--- src/rtl/slotseq_pkg.sv ---
package slotseq_pkg;

    localparam int FRAME_MAX   = 25;
    localparam int FRAME_SHORT = 16;
    localparam int LEN_W       = $clog2(FRAME_MAX + 1);

    localparam logic [8:0] RECOV_PREFIX = 9'b101000000;

    typedef enum logic [2:0] {
        ST_IDLE,
        ST_PWRUP,
        ST_PROG,
        ST_PLL,
        ST_ACTIVE,
        ST_RELEASE
    } seq_state_e;

    typedef enum logic [2:0] {
        SB_IDLE,
        SB_LEAD,
        SB_LOW,
        SB_HIGH,
        SB_HOLD,
        SB_TAIL
    } bus_state_e;

    typedef struct packed {
        logic       is_tx;
        logic       recov;
        logic [1:0] pa;
        logic [2:0] dev;
        logic [7:0] chan;
    } slot_req_t;

    function automatic logic [FRAME_MAX-1:0] build_word(slot_req_t r);
        logic [FRAME_MAX-1:0] w;
        w = '0;
        w[7:0] = r.chan;
        if (r.is_tx) begin
            w[15:14] = 2'b01;
            w[13:12] = r.pa;
            w[11:9]  = r.dev;
            w[8]     = 1'b1;
        end else if (r.recov) begin
            w[24:16] = RECOV_PREFIX;
        end else begin
            w[15:14] = 2'b01;
        end
        return w;
    endfunction

    function automatic logic [LEN_W-1:0] frame_len(slot_req_t r);
        return (!r.is_tx && r.recov) ? LEN_W'(FRAME_MAX) : LEN_W'(FRAME_SHORT);
    endfunction

endpackage

--- src/rtl/slotseq_wait.sv ---
module slotseq_wait #(
    parameter int W = 16
) (
    input  logic         clk,
    input  logic         rst,
    input  logic         load,
    input  logic [W-1:0] val,
    output logic         zero
);
    logic [W-1:0] cnt;

    always_ff @(posedge clk) begin
        if (rst)               cnt <= '0;
        else if (load)         cnt <= val;
        else if (cnt != '0)    cnt <= cnt - 1'b1;
    end

    assign zero = (cnt == '0);
endmodule

--- src/rtl/slotseq_serial.sv ---
module slotseq_serial
    import slotseq_pkg::*;
#(
    parameter int BUS_HALF = 8,
    parameter int BUS_HOLD = 3,
    parameter int ENA_LEAD = 13
) (
    input  logic                 clk,
    input  logic                 rst,
    input  logic                 go,
    input  logic [FRAME_MAX-1:0] word,
    input  logic [LEN_W-1:0]     nbits,
    output logic                 sclk,
    output logic                 sdat,
    output logic                 sen_n,
    output logic                 done
);
    localparam int CMAX = (ENA_LEAD > BUS_HALF) ?
                          ((ENA_LEAD > BUS_HOLD) ? ENA_LEAD : BUS_HOLD) :
                          ((BUS_HALF > BUS_HOLD) ? BUS_HALF : BUS_HOLD);
    localparam int CW = $clog2(CMAX + 1);

    bus_state_e           st;
    logic [CW-1:0]        cnt;
    logic [FRAME_MAX-1:0] sh;
    logic [LEN_W-1:0]     left;

    assign sdat = sh[FRAME_MAX-1];

    always_ff @(posedge clk) begin
        if (rst) begin
            st    <= SB_IDLE;
            cnt   <= '0;
            sh    <= '0;
            left  <= '0;
            sclk  <= 1'b0;
            sen_n <= 1'b1;
            done  <= 1'b0;
        end else begin
            done <= 1'b0;
            case (st)
                SB_IDLE: begin
                    if (go) begin
                        sh    <= word << (LEN_W'(FRAME_MAX) - nbits);
                        left  <= nbits;
                        sen_n <= 1'b0;
                        cnt   <= CW'(ENA_LEAD - 1);
                        st    <= SB_LEAD;
                    end
                end
                SB_LEAD: begin
                    if (cnt == '0) begin
                        cnt <= CW'(BUS_HALF - 1);
                        st  <= SB_LOW;
                    end else cnt <= cnt - 1'b1;
                end
                SB_LOW: begin
                    if (cnt == '0) begin
                        sclk <= 1'b1;
                        cnt  <= CW'(BUS_HALF - 1);
                        st   <= SB_HIGH;
                    end else cnt <= cnt - 1'b1;
                end
                SB_HIGH: begin
                    if (cnt == '0) begin
                        sclk <= 1'b0;
                        left <= left - 1'b1;
                        if (left == LEN_W'(1)) begin
                            cnt <= CW'(BUS_HALF - 1);
                            st  <= SB_TAIL;
                        end else begin
                            cnt <= CW'(BUS_HOLD - 1);
                            st  <= SB_HOLD;
                        end
                    end else cnt <= cnt - 1'b1;
                end
                SB_HOLD: begin
                    if (cnt == '0) begin
                        sh  <= sh << 1;
                        cnt <= CW'(BUS_HALF - 1);
                        st  <= SB_LOW;
                    end else cnt <= cnt - 1'b1;
                end
                SB_TAIL: begin
                    if (cnt == '0) begin
                        sen_n <= 1'b1;
                        done  <= 1'b1;
                        st    <= SB_IDLE;
                    end else cnt <= cnt - 1'b1;
                end
                default: st <= SB_IDLE;
            endcase
        end
    end
endmodule

--- src/rtl/slotseq_ctrl.sv ---
module slotseq_ctrl
    import slotseq_pkg::*;
#(
    parameter int CYC_PER_US = 125,
    parameter int SETTLE_US  = 40,
    parameter int PLL_US     = 350,
    parameter int BUS_HALF   = 8,
    parameter int BUS_HOLD   = 3,
    parameter int ENA_LEAD   = 13
) (
    input  logic       clk,
    input  logic       rst,
    input  logic       start,
    input  logic       slot_tx,
    input  logic       clk_recov,
    input  logic [7:0] chan_code,
    input  logic [1:0] pa_level,
    input  logic [2:0] dev_trim,
    input  logic       tx_data_go,
    input  logic       slot_end,
    output logic       pwr_reg_en,
    output logic       pwr_trx_en,
    output logic       rx_en,
    output logic       tx_en,
    output logic       open_loop_n,
    output logic       bus_clk,
    output logic       bus_dat,
    output logic       bus_en_n,
    output logic       busy,
    output logic       slot_active
);
    localparam int SETTLE_CYC = CYC_PER_US * SETTLE_US;
    localparam int PLL_CYC    = CYC_PER_US * PLL_US;
    localparam int WMAX       = (SETTLE_CYC > PLL_CYC) ? SETTLE_CYC : PLL_CYC;
    localparam int TW         = $clog2(WMAX + 1);

    seq_state_e state;
    slot_req_t  req;
    logic       ser_go;
    logic       ser_done;
    logic       ol_n;
    logic       t_load;
    logic       t_zero;
    logic [TW-1:0] t_val;

    always_comb begin
        t_load = 1'b0;
        t_val  = '0;
        if (state == ST_IDLE && start) begin
            t_load = 1'b1;
            t_val  = TW'(SETTLE_CYC - 1);
        end else if (state == ST_PROG && ser_done) begin
            t_load = 1'b1;
            t_val  = TW'(PLL_CYC - 1);
        end
    end

    slotseq_wait #(.W(TW)) u_wait (
        .clk  (clk),
        .rst  (rst),
        .load (t_load),
        .val  (t_val),
        .zero (t_zero)
    );

    slotseq_serial #(
        .BUS_HALF (BUS_HALF),
        .BUS_HOLD (BUS_HOLD),
        .ENA_LEAD (ENA_LEAD)
    ) u_serial (
        .clk   (clk),
        .rst   (rst),
        .go    (ser_go),
        .word  (build_word(req)),
        .nbits (frame_len(req)),
        .sclk  (bus_clk),
        .sdat  (bus_dat),
        .sen_n (bus_en_n),
        .done  (ser_done)
    );

    always_ff @(posedge clk) begin
        if (rst) begin
            state  <= ST_IDLE;
            req    <= '0;
            ser_go <= 1'b0;
            ol_n   <= 1'b1;
        end else begin
            ser_go <= 1'b0;
            case (state)
                ST_IDLE: begin
                    if (start) begin
                        req.is_tx <= slot_tx;
                        req.recov <= clk_recov;
                        req.pa    <= pa_level;
                        req.dev   <= dev_trim;
                        req.chan  <= chan_code;
                        state     <= ST_PWRUP;
                    end
                end
                ST_PWRUP: begin
                    if (t_zero) begin
                        ser_go <= 1'b1;
                        state  <= ST_PROG;
                    end
                end
                ST_PROG: begin
                    if (ser_done) state <= ST_PLL;
                end
                ST_PLL: begin
                    if (t_zero) state <= ST_ACTIVE;
                end
                ST_ACTIVE: begin
                    if (slot_end) begin
                        ol_n  <= 1'b1;
                        state <= ST_RELEASE;
                    end else if (req.is_tx && tx_data_go) begin
                        ol_n <= 1'b0;
                    end
                end
                ST_RELEASE: state <= ST_IDLE;
                default:    state <= ST_IDLE;
            endcase
        end
    end

    assign pwr_reg_en  = (state != ST_IDLE);
    assign pwr_trx_en  = (state != ST_IDLE);
    assign busy        = (state != ST_IDLE);
    assign slot_active = (state == ST_ACTIVE);
    assign tx_en       = (state == ST_ACTIVE) &&  req.is_tx;
    assign rx_en       = (state == ST_ACTIVE) && !req.is_tx;
    assign open_loop_n = ol_n;
endmodule

--- config.mk ---
export PLATFORM = sky130hd
export DESIGN_NAME = slotseq_ctrl
export DESIGN_NICKNAME = d
export VERILOG_FILES = /design/src/rtl/slotseq_pkg.sv /design/src/rtl/slotseq_wait.sv /design/src/rtl/slotseq_serial.sv /design/src/rtl/slotseq_ctrl.sv
export SDC_FILE = /design/constraint.sdc
export NUM_CORES = 1
export LEC_CHECK = 0
export BUFFER_PORTS_ARGS = -buffer_cell sky130_fd_sc_hd__buf_2
export CORE_MARGIN = 2
export CORE_UTILIZATION = 40
export CTS_CLUSTER_DIAMETER = 120
export DETAILED_ROUTE_END_ITERATION = 10
export PLACE_DENSITY = 0.61
export SYNTH_ARGS = -nofsm -noshare
export SYNTH_HDL_FRONTEND = slang
export SYNTH_HIERARCHICAL = 1
export SYNTH_SLANG_ARGS = --single-unit
--- constraint.sdc ---
create_clock -name clk -period 3.5 [get_ports clk]
set_input_delay 0.175 -clock clk [delete_from_list [all_inputs] [get_ports clk]]
set_output_delay 0.175 -clock clk [all_outputs]
set_load 0.02 [all_outputs]
==> tab_implementation.tex, run 1 <==
\begin{tabular}{lr}
\hline
Metric & Value \\
\hline
\multicolumn{2}{l}{\textbf{Status}} \\
\quad Status & complete, no violations \\
\multicolumn{2}{l}{\textbf{Layout}} \\
\quad Filler Cells Inserted & 1,233 \\
\quad Leading cell types in the layout, fill and taps excluded & sky130\_fd\_sc\_hd\_\_nand2\_1 (94), sky130\_fd\_sc\_hd\_\_dfxtp\_1 (76), sky130\_fd\_sc\_hd\_\_o21ai\_0 (59) \\
\quad Share of cells above drive strength 1 & 0.149 \\
\quad Most frequent standard cell in the layout excluding fill and tap cells & sky130\_fd\_sc\_hd\_\_nand2\_1 \\
\quad Diode count & 0 \\
\quad Number of nets in the layout & 679 \\
\quad Synth-to-layout area growth & 12.2\% \\
\multicolumn{2}{l}{\textbf{Pwr}} \\
\quad Power density cells & 637 nW/um2 \\
\quad Portion of total power attributed to the clock network & 0.272 \\
\quad Maximum resistive drop on vdd & 0.355 mV \\
\quad Reported leakage power & 2.18 nW \\
\quad Comb power frac & 0.390 \\
\quad Part of the power in registers & 0.338 \\
\quad Switching share of total power & 0.385 \\
\quad Switching component of the power & 0.00142 W \\
\quad Cell-internal power & 0.00226 W \\
\quad Overall power & 0.00368 W \\
\multicolumn{2}{l}{\textbf{Setup path}} \\
\quad Critical-path maximum fanout & 20 \\
\quad Required time of the worst setup path & 3.71 ns \\
\quad Worst Path Arrival & 2.96 ns \\
\quad Path type of the worst setup path & reg -> reg \\
\quad FF-to-FF End & u\_serial/sh[17] \\
\quad Beginning of the worst register-to-register path & req[14] \\
\quad Worst-case reg-to-reg path depth & 6 \\
\quad Type of element capturing the critical path & flip-flop \\
\quad Worst reg2reg setup slack & 0.75 ns \\
\quad Critical path startpoint category & flip-flop \\
\multicolumn{2}{l}{\textbf{Drt}} \\
\quad WL final & 12,800 um \\
\quad Number of design-rule violations left by the first detailed-router iteration & 348 \\
\quad Routed wirelength normalized by instance count & 15.5 um \\
\quad Number of search-and-repair iterations in the first detailed-routing pass & 5 \\
\quad Total via count after detailed routing & 4,648 \\
\quad Vias per cell & 5.60 \\
\quad DRC viols & 0 \\
\quad Antenna-violating nets left & 0 \\
\multicolumn{2}{l}{\textbf{Die}} \\
\quad Die H & 117 um \\
\quad Area enclosed by the die boundary & 13,800 um2 \\
\quad Horizontal die dimension & 117 um \\
\quad Core area & 12,600 um2 \\
\quad IO Count & 30 \\
\quad Rows & 41 \\
\quad Initial Utilization & 0.409 \\
\multicolumn{2}{l}{\textbf{Synth}} \\
\quad Syn\_area\_per\_cell & 8.41 um2 \\
\quad EDFF count, synth & 0 \\
\quad Register bit total from synthesis & 76 \\
\quad Post-synth top flop & sky130\_fd\_sc\_hd\_\_dfxtp\_1 \\
\quad Cell count after synthesis & 612 \\
\quad Post-Syn Area & 5140 um2 \\
\quad Synth Warn \# & 6 \\
\quad Number of library cell types mapped by synthesis & 69 \\
\quad FFs w/ async S/R, synth & 0 \\
\quad Part of the Yosys area used for sequential elements & 0.296 \\
\multicolumn{2}{l}{\textbf{Clocking}} \\
\quad Gates resized, CTS repair & 0 \\
\quad Worst skew pair latency & 0.34 ns \\
\quad Clk slew on worst S/H paths & 0.06 ns \\
\quad Maximum clock path buffer count & 2 \\
\quad H-tree depth reported by CTS & 3 \\
\quad Buffer type at the clock tree root & sky130\_fd\_sc\_hd\_\_clkbuf\_16 \\
\quad Number of buffers inserted by hold repair at cts & 0 \\
\quad Clock tree from TritonCTS & yes \\
\quad Number of buffers added by the clock tree synthesis step & 9 \\
\quad Number of sinks on the clock net & 76 \\
\quad \# Post-CTS Setup Buffers & 0 \\
\multicolumn{2}{l}{\textbf{Place}} \\
\quad Count of port buffers added during placement & 29 \\
\quad Global placer's final weighted congestion & 0.886 \\
\quad HPWL reported at the end of detailed placement & 9050 um \\
\multicolumn{2}{l}{\textbf{Global route}} \\
\quad Global router's overall resource usage & 0.186 \\
\quad Global-route wire length before repair & 21,300 um \\
\quad Antenna violations before repair & 0 \\
\quad Number of global-route vias before repair & 4,266 \\
\quad Pin count of the biggest net entering global routing & 33 \\
\quad Remaining global-route overflow & 0 \\
\multicolumn{2}{l}{\textbf{Timing}} \\
\quad Worst-Margin Slew & 0.843 ns \\
\quad Max-Slew Margin vs Limit & 0.436 \\
\quad Unrepaired setup endpoints after global routing & false \\
\quad Clock skew & 0.00747 ns \\
\quad Number of endpoints with negative hold slack in the final report & 0 \\
\quad Min Tclk post-route & 2.75 ns \\
\quad Final period utilization & 0.784 \\
\quad Sum of negative setup slack & 0 ns \\
\quad Total count of max-transition violations in the final report & 0 \\
\quad Fmax achieved & 0.364 GHz \\
\quad Number of setup violations in the final report & 0 \\
\multicolumn{2}{l}{\textbf{Worst hold path}} \\
\quad Tightest Hold Check Type & in -> reg \\
\quad Worst Hold Path EP & req[6] \\
\quad Source of the worst hold timing path & chan\_code[6] \\
\quad Cell count of the worst hold path & 3 \\
\multicolumn{2}{l}{\textbf{Run}} \\
\quad Max-cap violations & 0 \\
\hline
\end{tabular}
-- worst max-delay path, cell delays in order (launching register included) --
cell and delay (ns):
sky130_fd_sc_hd__dfxtp_1 0.43, sky130_fd_sc_hd__nand2b_1 0.28, sky130_fd_sc_hd__inv_2 0.39, sky130_fd_sc_hd__mux4_2 0.61
sky130_fd_sc_hd__mux4_2 0.48, sky130_fd_sc_hd__a2111oi_0 0.33, sky130_fd_sc_hd__a211oi_1 0.09
-- logic make-up (layout without fill, tap and decap cells) --
logic type,count (synthesis),after routing,synth area share
and+or+nand+nor,214,214,0.200
AOI/OAI and AO/OA,177,177,0.222
DFF,76,76,0.296
buffers and inverters,65,74,0.0649
muxes,56,56,0.173
xor gates and xnor gates,17,17,0.0304
adders and majority gates,5,5,0.0122
other,2,39,0.00146
-- cell type report --
type / count / area [um2] / share of cell area
multi-input combinational: 508 / 3430 / 0.594
timing repair buffer: 37 / 205 / 0.0355
inverter: 22 / 87.6 / 0.0152
clock buffer: 9 / 225 / 0.0390
clock inverter: 6 / 90.1 / 0.0156
sequential: 76 / 1520 / 0.264
tap: 172 / 215 / 0.0373
-- Yosys cell counts (all sizes together), types with 3 or more instances --
| cell type | instances | area [um2] |
|---|---|---|
| a211oi | 8 | 60.1 |
| a21oi | 49 | 260 |
| a221oi | 16 | 140 |
| a22oi | 6 | 45.0 |
| a2bb2oi | 3 | 26.3 |
| a311oi | 3 | 26.3 |
| and2 | 6 | 37.5 |
| and3b | 3 | 26.3 |
| buf | 20 | 158 |
| clkbuf | 23 | 88.8 |
| dfxtp | 76 | 1520 |
| ha | 5 | 62.6 |
| inv | 20 | 75.1 |
| mux2 | 6 | 67.6 |
| mux2i | 25 | 250 |
| mux4 | 25 | 574 |
| nand2 | 94 | 353 |
| nand2b | 7 | 43.8 |
| nand3 | 15 | 75.1 |
| nand4 | 3 | 25.0 |
| nor2 | 40 | 150 |
| nor2b | 4 | 25.0 |
| nor3 | 19 | 100 |
| nor4 | 5 | 46.3 |
| o211ai | 7 | 52.6 |
| o21a | 5 | 37.5 |
| o21ai | 60 | 304 |
| o31a | 4 | 35.0 |
| or2 | 3 | 18.8 |
| xnor2 | 6 | 52.6 |
| xor2 | 11 | 104 |
-- power by group through the flow --
stage / Clock [W] / Combinational [W] / Sequential (W)
floorplan: 0 / 0.00122 / 0.00119
CTS: 0.00102 / 0.00140 / 0.00124
detailed placement: 0 / 0.00139 / 0.00126
finish: 0.00100 / 0.00143 / 0.00124
global route: 0.00107 / 0.00161 / 0.00128
global placement: 0 / 0.00137 / 0.00126
-- worst max-delay path by stage --
stage	cells after the start	endpoint	slack [ns]	start
global placement	6	u_serial/sh[17]	0.87	req[14]
detailed placement	6	u_serial/sh[17]	0.77	req[14]
floorplan	10	u_serial/sh[18]	0.96	req[14]
CTS	6	u_serial/sh[17]	0.74	req[14]
global route	6	u_serial/sh[17]	0.53	req[14]
finish	6	u_serial/sh[17]	0.75	req[14]
-- state kept, by name (all words and copies together), names as in the netlist, 3 cells and up --
name           count
state              3
u_serial/left      5
u_serial/st        3
u_serial/sh       25
u_serial/cnt       4
u_wait/cnt        16
req               15
-- stage by stage --
| step | util | hold slack (ns) | setup slack, ns | cell area, um2 | std cells |
|---|---|---|---|---|---|
| after floorplan | - | 0.253 | 0.959 | 5280 | 649 |
| after global placement | 0.434 | 0.421 | 0.873 | 5460 | 815 |
| after detailed placement | 0.434 | 0.422 | 0.766 | 5460 | 815 |
| after CTS | 0.459 | 0.0617 | 0.740 | 5770 | 830 |
| after global routing | 0.459 | 0.0779 | 0.532 | 5770 | 830 |
| final | 0.459 | 0.0695 | 0.754 | 5770 | 830 |
-- layer usage --
layer  track usage  vias to the layer above  routed length (um)
met2         0.287                      142                5850
met5             0                        -                   0
met3        0.0287                       20                 729
met1         0.263                     2189                6020
met4        0.0663                        0                 235
li1              -                     2297                   -
No activity file was read; power rests on OpenSTA's default activity.
==> run 2: changes to the inputs <==
- ABC_AREA: not set -> 1
- PLACE_DENSITY: 0.61 -> 0.63
- clock period: 3.5 -> 2.36 ns (I/O delays scaled with it)
==> tab_implementation.tex, run 2 <==
\begin{tabular}{lr}
\hline
Metric & Value \\
\hline
\multicolumn{2}{l}{\textbf{Timing}} \\
\quad Number of endpoints with negative hold slack in the final report & 0 \\
\quad Fmax achieved & 0.534 GHz \\
\quad Worst-case hold slack & 0.0196 ns \\
\quad Unrepaired setup endpoints after global routing & false \\
\quad Clock skew & 0.00589 ns \\
\quad Sum of negative setup slack & 0 ns \\
\quad Least setup slack across all paths after layout & 0.488 ns \\
\quad Total count of max-transition violations in the final report & 0 \\
\quad Final period utilization & 0.793 \\
\quad Min Tclk post-route & 1.87 ns \\
\quad Number of setup violations in the final report & 0 \\
\multicolumn{2}{l}{\textbf{Place}} \\
\quad Worst-case setup slack after placement & 0.508 ns \\
\quad Global placer's final weighted congestion & 0.867 \\
\quad Placement-stage cell area & 5560 um2 \\
\quad HPWL reported at the end of detailed placement & 9230 um \\
\quad Count of port buffers added during placement & 29 \\
\multicolumn{2}{l}{\textbf{Layout}} \\
\quad Most frequent standard cell in the layout excluding fill and tap cells & sky130\_fd\_sc\_hd\_\_nand2\_1 \\
\quad Leading cell types in the layout, fill and taps excluded & sky130\_fd\_sc\_hd\_\_nand2\_1 (210), sky130\_fd\_sc\_hd\_\_nand3\_1 (142), sky130\_fd\_sc\_hd\_\_a21oi\_1 (81) \\
\quad Share of cells above drive strength 1 & 0.146 \\
\quad Final design instance area without fill & 5850 um2 \\
\quad Diode count & 0 \\
\quad Number of flip-flops in the largest register & 25 \\
\quad Number of nets in the layout & 887 \\
\quad Leading registers by flop count & u\_serial/sh (25), u\_wait/cnt (16), req (15) \\
\quad Synth-to-layout area growth & 11.4\% \\
\quad Largest register by flop count & u\_serial/sh \\
\multicolumn{2}{l}{\textbf{Synth}} \\
\quad Synth area leaders & sky130\_fd\_sc\_hd\_\_dfxtp\_1 (29\%), sky130\_fd\_sc\_hd\_\_nand2\_1 (15\%), sky130\_fd\_sc\_hd\_\_nand3\_1 (14\%) \\
\quad Post-Syn Area & 5250 um2 \\
\quad EDFF count, synth & 0 \\
\quad Top cells by count, synth & sky130\_fd\_sc\_hd\_\_nand2\_1 (210), sky130\_fd\_sc\_hd\_\_nand3\_1 (142), sky130\_fd\_sc\_hd\_\_a21oi\_1 (81) \\
\quad Syn\_area\_per\_cell & 6.34 um2 \\
\quad Biggest area consumer among synthesized cells & sky130\_fd\_sc\_hd\_\_dfxtp\_1 \\
\quad Register bit total from synthesis & 76 \\
\quad Post-synth top flop & sky130\_fd\_sc\_hd\_\_dfxtp\_1 \\
\quad FFs w/ async S/R, synth & 0 \\
\quad Synth Warn \# & 6 \\
\quad Cell count after synthesis & 828 \\
\quad Part of the Yosys area used for sequential elements & 0.290 \\
\quad Fraction of synthesized cell area taken by the top area cell type & 0.290 \\
\quad Most frequent cell after synthesis & sky130\_fd\_sc\_hd\_\_nand2\_1 \\
\quad Number of library cell types mapped by synthesis & 50 \\
\multicolumn{2}{l}{\textbf{Setup path}} \\
\quad Required time of the worst setup path & 2.64 ns \\
\quad Path type of the worst setup path & reg -> reg \\
\quad Type of element capturing the critical path & flip-flop \\
\quad Worst-case reg-to-reg path depth & 11 \\
\quad Critical-path maximum fanout & 21 \\
\quad Worst Path Arrival & 2.15 ns \\
\quad FF-to-FF End & u\_serial/sh[0] \\
\quad Critical path startpoint category & flip-flop \\
\quad Worst reg2reg setup slack & 0.49 ns \\
\quad Beginning of the worst register-to-register path & req[13] \\
\multicolumn{2}{l}{\textbf{Drt}} \\
\quad WL final & 13,000 um \\
\quad Routed wirelength normalized by instance count & 12.5 um \\
\quad Number of design-rule violations left by the first detailed-router iteration & 426 \\
\quad Total via count after detailed routing & 5,269 \\
\quad DRC viols & 0 \\
\quad Antenna-violating nets left & 0 \\
\quad Vias per cell & 5.07 \\
\quad Number of search-and-repair iterations in the first detailed-routing pass & 5 \\
\multicolumn{2}{l}{\textbf{Worst hold path}} \\
\quad Cell count of the worst hold path & 3 \\
\quad Worst Hold Path EP & req[2] \\
\quad Tightest Hold Check Type & in -> reg \\
\quad Source of the worst hold timing path & chan\_code[2] \\
\multicolumn{2}{l}{\textbf{Pwr}} \\
\quad Maximum resistive drop on vdd & 0.634 mV \\
\quad Reported leakage power & 2.65 nW \\
\quad Power density cells & 1110 nW/um2 \\
\multicolumn{2}{l}{\textbf{Clocking}} \\
\quad Gates resized, CTS repair & 0 \\
\quad Number of buffers inserted by hold repair at cts & 0 \\
\quad \# Post-CTS Setup Buffers & 0 \\
\quad Clock tree from TritonCTS & yes \\
\quad Number of buffers added by the clock tree synthesis step & 9 \\
\quad Number of sinks on the clock net & 76 \\
\quad Clk slew on worst S/H paths & 0.06 ns \\
\quad H-tree depth reported by CTS & 3 \\
\quad Worst skew pair latency & 0.34 ns \\
\quad Maximum clock path buffer count & 2 \\
\quad Buffer type at the clock tree root & sky130\_fd\_sc\_hd\_\_clkbuf\_16 \\
\multicolumn{2}{l}{\textbf{Global route}} \\
\quad Pin count of the biggest net entering global routing & 30 \\
\quad Global router's overall resource usage & 0.195 \\
\quad Number of global-route vias before repair & 4,859 \\
\quad Remaining global-route overflow & 0 \\
\quad Global-route wire length before repair & 22,700 um \\
\quad Antenna violations before repair & 0 \\
\multicolumn{2}{l}{\textbf{Run}} \\
\quad Max-cap violations & 0 \\
\multicolumn{2}{l}{\textbf{Die}} \\
\quad Horizontal die dimension & 119 um \\
\quad Core area & 12,700 um2 \\
\quad Area enclosed by the die boundary & 14,100 um2 \\
\quad Die H & 119 um \\
\quad IO Count & 30 \\
\quad Rows & 41 \\
\quad Initial Utilization & 0.413 \\
\multicolumn{2}{l}{\textbf{Status}} \\
\quad Status & complete, no violations \\
\hline
\end{tabular}
==> run 2: how the worst max path moves through the flow <==
| stage | startpoint | to | cells after the start |
|---|---|---|---|
| floorplan | req[14] | u_serial/sh[21] | 13 |
| global placement | u_serial/cnt[0] | u_serial/sh[24] | 10 |
| detailed placement | req[13] | u_serial/sh[0] | 11 |
| CTS | req[13] | u_serial/sh[0] | 11 |
| global route | u_serial/cnt[0] | u_serial/sh[24] | 10 |
| finish | req[13] | u_serial/sh[0] | 11 |
==> run 2: final cells by class <==
type / instances / area [um2]
fill: 1394 / 6870
multi-input combinational: 667 / 3320
sequential: 76 / 1520
clock buffer: 13 / 270
inverter: 68 / 264
timing repair buffer: 40 / 240
tap: 172 / 215
clock inverter: 3 / 20.0
==> run 2: kinds of logic (layout without fill, tap and decap cells) <==
kind of cell             Yosys count  in the layout  synth area share
AO/OA/AOI/OAI                    162            162             0.170
XOR/XNOR                           9              9            0.0186
adder cells (fa/ha/maj)            5              5            0.0119
buffers and inverters            108            124            0.0951
flip-flops                        76             76             0.290
other                              2             25           0.00143
AND/OR/NAND/NOR                  466            466             0.413
==> run 2: metal layers <==
metal / up-vias / global-route usage / part of all wire
li1: 2779 / - / -
met1: 2334 / 0.254 / 0.48
met2: 138 / 0.312 / 0.45
met3: 18 / 0.0487 / 0.048
met4: 0 / 0.0714 / 0.019
met5: - / 0 / 0
==> run 2: stage by stage <==
step	total power, W	utilization	cells
3_5_place_dp	0.00511	0.437	1023
4_1_cts	0.00649	0.460	1039
6_report	0.00649	0.460	1039
2_1_floorplan	0.00460	-	851
3_3_place_gp	0.00511	0.437	1023
5_1_grt	0.00712	0.460	1039
==> run 2: critical path: stages (launching register included) <==
cell and delay (ns):
sky130_fd_sc_hd__dfxtp_1 0.31, sky130_fd_sc_hd__inv_1 0.05, sky130_fd_sc_hd__nor2_2 0.23, sky130_fd_sc_hd__inv_1 0.09, sky130_fd_sc_hd__nand2_1 0.11, sky130_fd_sc_hd__nand2_4 0.14
sky130_fd_sc_hd__inv_2 0.23, sky130_fd_sc_hd__buf_12 0.19, sky130_fd_sc_hd__nand3_1 0.10, sky130_fd_sc_hd__nor3_1 0.22, sky130_fd_sc_hd__a21oi_1 0.06, sky130_fd_sc_hd__nor2_1 0.08
==> run 2: report_power, final <==
part / switching, W / internal (W) / total, W
clock network: 0.000543 / 0.000797 / 0.00134
registers: 0.000252 / 0.00154 / 0.00179
logic: 0.00220 / 0.00116 / 0.00336
total: 0.00299 / 0.00349 / 0.00649
==> run 3: changes to the inputs <==
- clock period: 2.36 -> 1.6 ns (I/O delays scaled with it)
==> tab_implementation.tex, run 3 (synthesis results as in run 2) <==
\begin{tabular}{lr}
\hline
Metric & Value \\
\hline
\multicolumn{2}{l}{\textbf{Clocking}} \\
\quad H-tree depth reported by CTS & 3 \\
\quad Clock tree from TritonCTS & yes \\
\quad Clk slew on worst S/H paths & 0.06 ns \\
\quad Number of sinks on the clock net & 76 \\
\quad Worst skew pair latency & 0.34 ns \\
\quad Maximum clock path buffer count & 2 \\
\quad Number of buffers added by the clock tree synthesis step & 9 \\
\quad Buffer type at the clock tree root & sky130\_fd\_sc\_hd\_\_clkbuf\_16 \\
\multicolumn{2}{l}{\textbf{Setup path}} \\
\quad CP top delay family & simple AND/OR/NAND/NOR gates \\
\quad Type of element capturing the critical path & flip-flop \\
\quad Worst path cell trace & inv\_2 -> nor2\_4 -> clkinv\_4 -> buf\_8 -> nand2\_1 -> nand3\_2 -> nand3\_1 -> nand2\_2 -> o211ai\_1 -> a21oi\_1 \\
\quad Crit path buffers/inverters & 3 \\
\quad Worst Path Arrival & 1.93 ns \\
\quad CP peak stage delay & 0.32 ns \\
\quad Worst-case reg-to-reg path depth & 10 \\
\quad Highest-delay cell along the critical path & sky130\_fd\_sc\_hd\_\_dfxtp\_2 \\
\quad Critical-path maximum fanout & 7 \\
\quad Beginning of the worst register-to-register path & req[13] \\
\quad Worst reg2reg setup slack & -0.1 ns \\
\quad FF-to-FF End & u\_serial/sh[15] \\
\quad Required time of the worst setup path & 1.83 ns \\
\quad Critical path startpoint category & flip-flop \\
\quad Last element of the critical path & u\_serial/sh[15] \\
\quad Worst setup path startpoint & req[13] \\
\quad Number of stages on the worst setup path & 10 \\
\quad Path type of the worst setup path & reg -> reg \\
\multicolumn{2}{l}{\textbf{Drt}} \\
\quad DRC viols & 0 \\
\quad WL final & 14,600 um \\
\quad Routed wirelength normalized by instance count & 13.2 um \\
\quad Number of design-rule violations left by the first detailed-router iteration & 309 \\
\quad Vias per cell & 5.14 \\
\quad Number of search-and-repair iterations in the first detailed-routing pass & 5 \\
\quad Antenna-violating nets left & 0 \\
\quad Total via count after detailed routing & 5,694 \\
\multicolumn{2}{l}{\textbf{Layout}} \\
\quad Final Util & 0.540 \\
\quad Most frequent standard cell in the layout excluding fill and tap cells & sky130\_fd\_sc\_hd\_\_nand2\_1 \\
\quad Leading registers by flop count & u\_serial/sh (25), u\_wait/cnt (16), req (15) \\
\quad Post-Layout Cell Count & 1,108 \\
\quad Synth-to-layout area growth & 30.9\% \\
\quad Leading cell types in the layout, fill and taps excluded & sky130\_fd\_sc\_hd\_\_nand2\_1 (196), sky130\_fd\_sc\_hd\_\_nand3\_1 (110), sky130\_fd\_sc\_hd\_\_a21oi\_1 (75) \\
\quad Largest register by flop count & u\_serial/sh \\
\quad Number of nets in the layout & 955 \\
\quad Share of cells above drive strength 1 & 0.277 \\
\quad Number of flip-flops in the largest register & 25 \\
\multicolumn{2}{l}{\textbf{Timing}} \\
\quad Number of setup violations in the final report & 5 \\
\quad Final period utilization & 1.06 \\
\quad Unrepaired setup endpoints after global routing & true \\
\quad Fmax achieved & 0.588 GHz \\
\quad Clock skew & 0.00716 ns \\
\quad Sum of negative setup slack & -0.171 ns \\
\quad Min Tclk post-route & 1.70 ns \\
\quad Number of endpoints with negative hold slack in the final report & 0 \\
\quad Total count of max-transition violations in the final report & 0 \\
\quad Least setup slack across all paths after layout & -0.0994 ns \\
\multicolumn{2}{l}{\textbf{Die}} \\
\quad Core area & 12,700 um2 \\
\quad Rows & 41 \\
\quad Area enclosed by the die boundary & 14,100 um2 \\
\quad Initial Utilization & 0.413 \\
\quad Die H & 119 um \\
\quad IO Count & 30 \\
\quad Horizontal die dimension & 119 um \\
\multicolumn{2}{l}{\textbf{Place}} \\
\quad HPWL reported at the end of detailed placement & 9630 um \\
\quad Inst Count DP & 1,056 \\
\quad Global placer's final weighted congestion & 0.920 \\
\quad Count of port buffers added during placement & 29 \\
\multicolumn{2}{l}{\textbf{Global route}} \\
\quad Met1 usage & 0.254 \\
\quad Pin count of the biggest net entering global routing & 32 \\
\quad Busiest metal layer after global routing & met2 \\
\quad Global routing usage on met2 & 0.331 \\
\quad Met3 global-route usage & 0.0391 \\
\quad Antenna violations before repair & 1 \\
\quad Global-route wire length before repair & 23,200 um \\
\quad Remaining global-route overflow & 0 \\
\quad Number of global-route vias before repair & 5,059 \\
\quad Global router's overall resource usage & 0.199 \\
\multicolumn{2}{l}{\textbf{Worst hold path}} \\
\quad Tightest Hold Check Type & in -> reg \\
\quad Source of the worst hold timing path & slot\_end \\
\multicolumn{2}{l}{\textbf{Status}} \\
\quad Violated checks & negative setup slack \\
\quad Status & complete, but fails checks \\
\multicolumn{2}{l}{\textbf{Pwr}} \\
\quad Reported leakage power & 3.13 nW \\
\quad Maximum resistive drop on vdd & 1.30 mV \\
\quad Power density cells & 1600 nW/um2 \\
\multicolumn{2}{l}{\textbf{Run}} \\
\quad Max-cap violations & 0 \\
\hline
\end{tabular}
## run 3: cell count changes in the layout (fill, tap and decap cells not counted), moves of 12 or more
cell	previous run	this run
sky130_fd_sc_hd__dlygate4sd3_1	0	13
sky130_fd_sc_hd__nand3_2	0	32
sky130_fd_sc_hd__nand2_1	210	196
sky130_fd_sc_hd__buf_4	10	49
sky130_fd_sc_hd__nand2_2	14	26
sky130_fd_sc_hd__nand3_1	142	110
## run 3: through the flow
step	setup slack (ns)	cell area, um2	total power (W)	hold slack (ns)
final	-0.0994	6870	0.0110	0.0140
after floorplan	0.000406	5390	0.00689	0.149
after global routing	-0.168	6870	0.0119	0.0365
after detailed placement	-0.0279	5850	0.00806	0.339
after CTS	0.00117	6310	0.0103	0.00311
after global placement	0.0107	5850	0.00804	0.331
## run 3: tightest hold or removal path, delay by kind of cell
| kind | cells | cell delay (ns) |
|---|---|---|
| buf+inv | 2 | 0.15 |
| compound gates | 1 | 0.07 |
## run 3: worst min-delay path by stage
| stage | endpoint | depth (start not counted) | slack, ns |
|---|---|---|---|
| final | open_loop_n | 3 | 0.01 |
| after global routing | open_loop_n | 3 | 0.04 |
| after CTS | open_loop_n | 3 | 0.003 |
| after detailed placement | req[7] | 3 | 0.34 |
| after global placement | req[2] | 3 | 0.33 |
| after floorplan | req[0] | 1 | 0.15 |
## run 3: area by class of cell
class	count	area (um2)
fill	1296	5850
multi-input combinational	667	3630
sequential	76	1530
timing repair buffer	106	878
inverter	68	284
clock buffer	11	233
tap	172	215
clock inverter	5	86.3
timing repair inverter	2	10.0
antenna	1	2.50
## run 3: what timing repair did
item	CTS	global route
setup buffers	0	17
endpoints found under the setup margin	3	40
pin swaps	0	30
endpoints found under the hold margin	13	0
resized for setup	3	108
hold buffers	13	0
cloned	0	5
## run 3: routing by layer
layer  up-vias  routed length, um
met1      2609               6680
met2       128               6890
li1       2933                  -
met5         -                  0
met4         0                342
met3        24                670
## run 3: power by group
part | switching [W] | total (W) | internal, W
logic | 0.00368 | 0.00614 | 0.00245
registers | 0.000361 | 0.00264 | 0.00228
clock network | 0.000820 | 0.00219 | 0.00137
